File: config.mk
export PLATFORM = sky130hd
export DESIGN_NAME = sram_port_ctrl
export DESIGN_NICKNAME = d
export VERILOG_FILES = /design/src/rtl/sram_ctl_pkg.sv /design/src/rtl/sram_ctl_decode.sv /design/src/rtl/sram_ctl_cmd_reg.sv /design/src/rtl/sram_ctl_out_stage.sv /design/src/rtl/sram_port_ctrl.sv
export SDC_FILE = /design/constraint.sdc
export NUM_CORES = 1
export LEC_CHECK = 0
export BUFFER_PORTS_ARGS = -buffer_cell sky130_fd_sc_hd__buf_2
export CAP_MARGIN = 0
export CORE_MARGIN = 4
export CORE_UTILIZATION = 45
export DETAILED_ROUTE_END_ITERATION = 8
export GPL_ROUTABILITY_DRIVEN = 0
export PLACE_DENSITY = 0.83
export SYNTH_ARGS = -nofsm -noshare
export SYNTH_HDL_FRONTEND = slang
export SYNTH_SLANG_ARGS = --single-unit
File: constraint.sdc
create_clock -name clk -period 2.2 [get_ports clk]
set_input_delay 0.22 -clock clk [delete_from_list [all_inputs] [get_ports clk]]
set_output_delay 0.22 -clock clk [all_outputs]
set_load 0.1 [all_outputs]
File: src/rtl/sram_ctl_pkg.sv
package sram_ctl_pkg;

  typedef enum logic [1:0] {
    OP_IDLE  = 2'd0,
    OP_READ  = 2'd1,
    OP_WRITE = 2'd2
  } op_e;

endpackage

File: src/rtl/sram_ctl_decode.sv
module sram_ctl_decode
  import sram_ctl_pkg::*;
#(
  parameter int NUM_LANES  = 4,
  parameter int USED_LANES = 4
) (
  input  logic                 gw_n,
  input  logic                 bw_n,
  input  logic [NUM_LANES-1:0] be_n,
  input  logic                 zz,
  output op_e                  op,
  output logic [NUM_LANES-1:0] strb
);

  localparam logic [NUM_LANES-1:0] USED_MASK =
    NUM_LANES'((64'd1 << USED_LANES) - 64'd1);

  logic [NUM_LANES-1:0] lane_sel;

  // per-lane requests, only for lanes that exist
  always_comb begin
    lane_sel = ~be_n & USED_MASK & {NUM_LANES{~bw_n}};
  end

  always_comb begin
    op   = OP_READ;
    strb = '0;
    if (zz) begin
      op = OP_IDLE;
    end else if (!gw_n) begin
      op   = OP_WRITE;
      strb = USED_MASK;
    end else if (|lane_sel) begin
      op   = OP_WRITE;
      strb = lane_sel;
    end
  end

endmodule

File: src/rtl/sram_ctl_cmd_reg.sv
module sram_ctl_cmd_reg
  import sram_ctl_pkg::*;
#(
  parameter int NUM_LANES = 4
) (
  input  logic                 clk,
  input  logic                 rst_n,
  input  op_e                  op_d,
  input  logic [NUM_LANES-1:0] strb_d,
  input  logic                 zz_d,
  output logic [NUM_LANES-1:0] wr_q,
  output logic                 rd_q,
  output logic                 zz_q
);

  logic [NUM_LANES-1:0] wr_nxt;
  logic                 rd_nxt;

  always_comb begin
    wr_nxt = (op_d == OP_WRITE) ? strb_d : '0;
    rd_nxt = (op_d == OP_READ);
  end

  always_ff @(posedge clk or negedge rst_n) begin
    if (!rst_n) begin
      wr_q <= '0;
      rd_q <= 1'b0;
      zz_q <= 1'b0;
    end else begin
      wr_q <= wr_nxt;
      rd_q <= rd_nxt;
      zz_q <= zz_d;
    end
  end

endmodule

File: src/rtl/sram_ctl_out_stage.sv
module sram_ctl_out_stage #(
  parameter int LANE_W     = 9,
  parameter int NUM_LANES  = 4,
  parameter int USED_LANES = 4
) (
  input  logic                        clk,
  input  logic                        rst_n,
  input  logic                        ft_n,
  input  logic                        rd_q,
  input  logic                        wr_any,
  input  logic                        zz_q,
  input  logic [LANE_W*NUM_LANES-1:0] rd_data,
  output logic [LANE_W*NUM_LANES-1:0] dq_o,
  output logic [NUM_LANES-1:0]        dq_oe
);

  localparam int DATA_W = LANE_W * NUM_LANES;

  logic              pipe_vld;
  logic              pipe_vld_nxt;
  logic [DATA_W-1:0] pipe_data;
  logic [DATA_W-1:0] pipe_data_nxt;
  logic              pipe_ld;
  logic              drive_sel;
  logic              drive_on;

  always_comb begin
    pipe_ld       = rd_q;
    pipe_vld_nxt  = rd_q;
    pipe_data_nxt = pipe_ld ? rd_data : pipe_data;
  end

  always_ff @(posedge clk or negedge rst_n) begin
    if (!rst_n) pipe_vld <= 1'b0;
    else        pipe_vld <= pipe_vld_nxt;
  end

  always_ff @(posedge clk) begin
    if (pipe_ld) pipe_data <= pipe_data_nxt;
  end

  always_comb begin
    drive_sel = ft_n ? pipe_vld : rd_q;
    drive_on  = drive_sel & ~zz_q & ~wr_any;
  end

  for (genvar i = 0; i < NUM_LANES; i++) begin : g_lane
    if (i < USED_LANES) begin : g_used
      assign dq_oe[i] = drive_on;
      assign dq_o[i*LANE_W +: LANE_W] =
        ft_n ? pipe_data[i*LANE_W +: LANE_W] : rd_data[i*LANE_W +: LANE_W];
    end else begin : g_absent
      assign dq_oe[i] = 1'b0;
      assign dq_o[i*LANE_W +: LANE_W] = '0;
    end
  end

endmodule

File: src/rtl/sram_port_ctrl.sv
module sram_port_ctrl
  import sram_ctl_pkg::*;
#(
  parameter int LANE_W     = 9,
  parameter int NUM_LANES  = 4,
  parameter int USED_LANES = 4
) (
  input  logic                        clk,
  input  logic                        rst_n,
  input  logic                        gw_n,
  input  logic                        bw_n,
  input  logic [NUM_LANES-1:0]        be_n,
  input  logic                        ft_n,
  input  logic                        zz,
  input  logic [LANE_W*NUM_LANES-1:0] rd_data,
  output logic [NUM_LANES-1:0]        wr_stb,
  output logic                        rd_en,
  output logic [LANE_W*NUM_LANES-1:0] dq_o,
  output logic [NUM_LANES-1:0]        dq_oe
);

  op_e                  dec_op;
  logic [NUM_LANES-1:0] dec_strb;
  logic [NUM_LANES-1:0] wr_q;
  logic                 rd_q;
  logic                 zz_q;

  sram_ctl_decode #(
    .NUM_LANES (NUM_LANES),
    .USED_LANES(USED_LANES)
  ) u_decode (
    .gw_n (gw_n),
    .bw_n (bw_n),
    .be_n (be_n),
    .zz   (zz),
    .op   (dec_op),
    .strb (dec_strb)
  );

  sram_ctl_cmd_reg #(
    .NUM_LANES(NUM_LANES)
  ) u_cmd (
    .clk    (clk),
    .rst_n  (rst_n),
    .op_d   (dec_op),
    .strb_d (dec_strb),
    .zz_d   (zz),
    .wr_q   (wr_q),
    .rd_q   (rd_q),
    .zz_q   (zz_q)
  );

  sram_ctl_out_stage #(
    .LANE_W    (LANE_W),
    .NUM_LANES (NUM_LANES),
    .USED_LANES(USED_LANES)
  ) u_out (
    .clk     (clk),
    .rst_n   (rst_n),
    .ft_n    (ft_n),
    .rd_q    (rd_q),
    .wr_any  (|wr_q),
    .zz_q    (zz_q),
    .rd_data (rd_data),
    .dq_o    (dq_o),
    .dq_oe   (dq_oe)
  );

  assign wr_stb = wr_q;
  assign rd_en  = rd_q;

endmodule

==> summary.txt <==
Total GRT Usage -> 15.7%
Chip height -> 71.8 um
Synthesis-to-layout area growth -> 34.1%
Power density cells -> 803 nW/um2
First-pass GRT wire length -> 6200 um
Flop pwr share -> 47.2%
Max H-tree Level -> 2
Fin area -> 2450 um2
Starting Density -> 48.2%
Unrepaired setup endpoints after global routing -> no
Worst Tran Pin Value -> 497 ps
Final WS setup -> 274 ps
Pre-CTS setup slack -> 510 ps
Port Buf Inserts -> 90
Chip width -> 71.8 um
Clk Latency, worst-skew pair -> 290 ps
Post-Route Utilization -> 64.6%
Max Freq -> 0.519 GHz
Worst Setup SP -> u_cmd.wr_q[1]
Max-Cap Viols -> 0
Vias per inst -> 5.03
YS warnings -> 0
Sw power -> 0.715 mW
Antenna diode count -> 0
Clock Root Buffer -> clkbuf_8
Worst vdd ir -> 477 uV
Sw Share -> 36.3%
Share of total power in the clock network -> 23.8%
Vias in the first global route -> 1317
Post-Synthesis Cell Area -> 1830 um2
Non-Filler Instances -> 242
Row cnt -> 22
Hold_ws -> 113 ps
R2R depth -> 1
Most frequent cells in the layout -> 86 x buf_2, 36 x edfxtp_1, 30 x mux2_2
Hold/Removal Path Class -> input port to flop
CTS Sinks -> 43
Setup CP Type -> flop to primary output
CP endpoint -> dq_oe[3]
DRT iter0 DRCs -> 40
Leading cell type in the layout, fill and taps excluded -> buf_2
First-pass DRT Iterations -> 4
Total power -> 1.97 mW
WL final -> 3860 um
Fin Clk Skew -> 3.31 ps
Tcrit/Tclk final -> 87.5%
Drt drc -> 0
Die area -> 5150 um2
Placed Instance Area -> 2360 um2
HPWL Detailed -> 3020 um
CP Capture Type -> primary output
Final net count -> 239
Final slew viol count -> 0
Gr ovfl total -> 0
Worst R2R End -> u_out.pipe_data[28]
Sequential fraction of the synthesis area -> 68.7%
Via count -> 1218
Syn_nets -> 146
Syn Area/Cell -> 18.3 um2
Worst path required time -> 1980 ps
Placed insts -> 233
Gates resized, CTS repair -> 0
Internal cell power -> 1.25 mW
Final TNS setup -> 0 ps
Total CTS buffers -> 5
Setup Fix Bufs, Post-CTS -> 0
Hold buffers post-CTS -> 1
Startpoint types -> flop
Placeable Area -> 3800 um2
Worst Path Max Fanout -> 4
Setup-failing EPs final -> 0
Gate count after technology mapping -> 100
Clock transition at path regs -> 80 ps
Critical path arrival -> 1710 ps
Initial antenna violation count -> 0
Filler Cell Count -> 284
Min Tclk post-route -> 1930 ps
Slew HR -> 67.1%
Leakage Power -> 1.03 nW
Max Root-Sink Buffers -> 2
Synth Register Bits -> 43
Final Hold Fails -> 0
Pin count of the biggest net entering global routing -> 24
WL/cell -> 16.0 um
Status -> finished, final reports clean
Cells on Worst Hold Path -> 1
I/O pin count -> 91
R2R setup slack -> 900 ps
Combinational Power Share -> 29.0%
Share of layout cells above drive strength 1 -> 68.0%
Worst reg2reg path startpoint -> u_cmd.rd_q
CTS tree -> done
Distinct cells, synth -> 13
Post-route ant nets -> 0
==> cell usage after synthesis <==
| cell type | count | area, um2 |
|---|---|---|
| mux2_1 | 6 | 67.6 |
| o21a_1 | 4 | 30.0 |
| a41oi_1 | 1 | 8.76 |
| mux2_2 | 30 | 338 |
| nor3_2 | 1 | 10.0 |
| dfrtp_1 | 7 | 175 |
| edfxtp_1 | 36 | 1080 |
| or4_4 | 1 | 11.3 |
| nor2_1 | 4 | 15.0 |
| buf_6 | 4 | 45.0 |
| nor3b_1 | 1 | 7.51 |
| mux2i_1 | 1 | 10.0 |
| buf_4 | 4 | 30.0 |
==> area by class of cell <==
type                       count  area [um2]  area share, %
clock inverter                 1        5.00          0.204
timing repair buffer          94         556           22.7
sequential                    43        1260           51.3
multi-input combinational     49         498           20.3
clock buffer                   7        76.3           3.11
tap                           48        60.1           2.45
==> state kept, by name (all words and copies together) (netlist names) <==
signal	count
u_cmd.wr_q	4
u_cmd.zz_q	1
u_cmd.rd_q	1
u_out.pipe_data	36
u_out.pipe_vld	1
==> how the worst min path moves through the flow <==
stage | from | end | slack [ps]
final | zz | u_cmd.zz_q | 110
after global routing | zz | u_cmd.zz_q | 90
after CTS | zz | u_cmd.zz_q | 100
after detailed placement | rst_n | u_cmd.wr_q[2] | 50
after global placement | rst_n | u_cmd.wr_q[2] | 50
after floorplan | rst_n | u_cmd.rd_q | -80
==> kinds of logic after synthesis <==
group / count (synthesis) / synth area share [%]
simple gates: 7 / 2.39
mux: 37 / 22.7
buf+inv: 8 / 4.10
compound gates: 5 / 2.12
flops: 43 / 68.7
==> per-layer routing <==
layer	vias up	global-route usage [%]	part of all wire [%]
met2	64	26.4	49
met4	0	5.01	1.2
met3	7	6.03	9.3
met5	-	0	0
met1	578	18.6	41
li1	569	-	-
==> power groups by stage <==
stage | clock [mW] | sequential, mW | combinational, mW
after floorplan | 0 | 0.988 | 0.417
after global placement | 0 | 0.945 | 0.564
after detailed placement | 0 | 0.947 | 0.572
after CTS | 0.489 | 0.929 | 0.575
after global routing | 0.525 | 0.931 | 0.592
final | 0.469 | 0.929 | 0.571
==> worst max-delay path, cell delays in order (launching register included) <==
cell and delay, ps:
dfrtp_1 400, or4_4 520, nor3_2 120, buf_4 200
buf_12 180
Power figures use the tool's default switching activity.
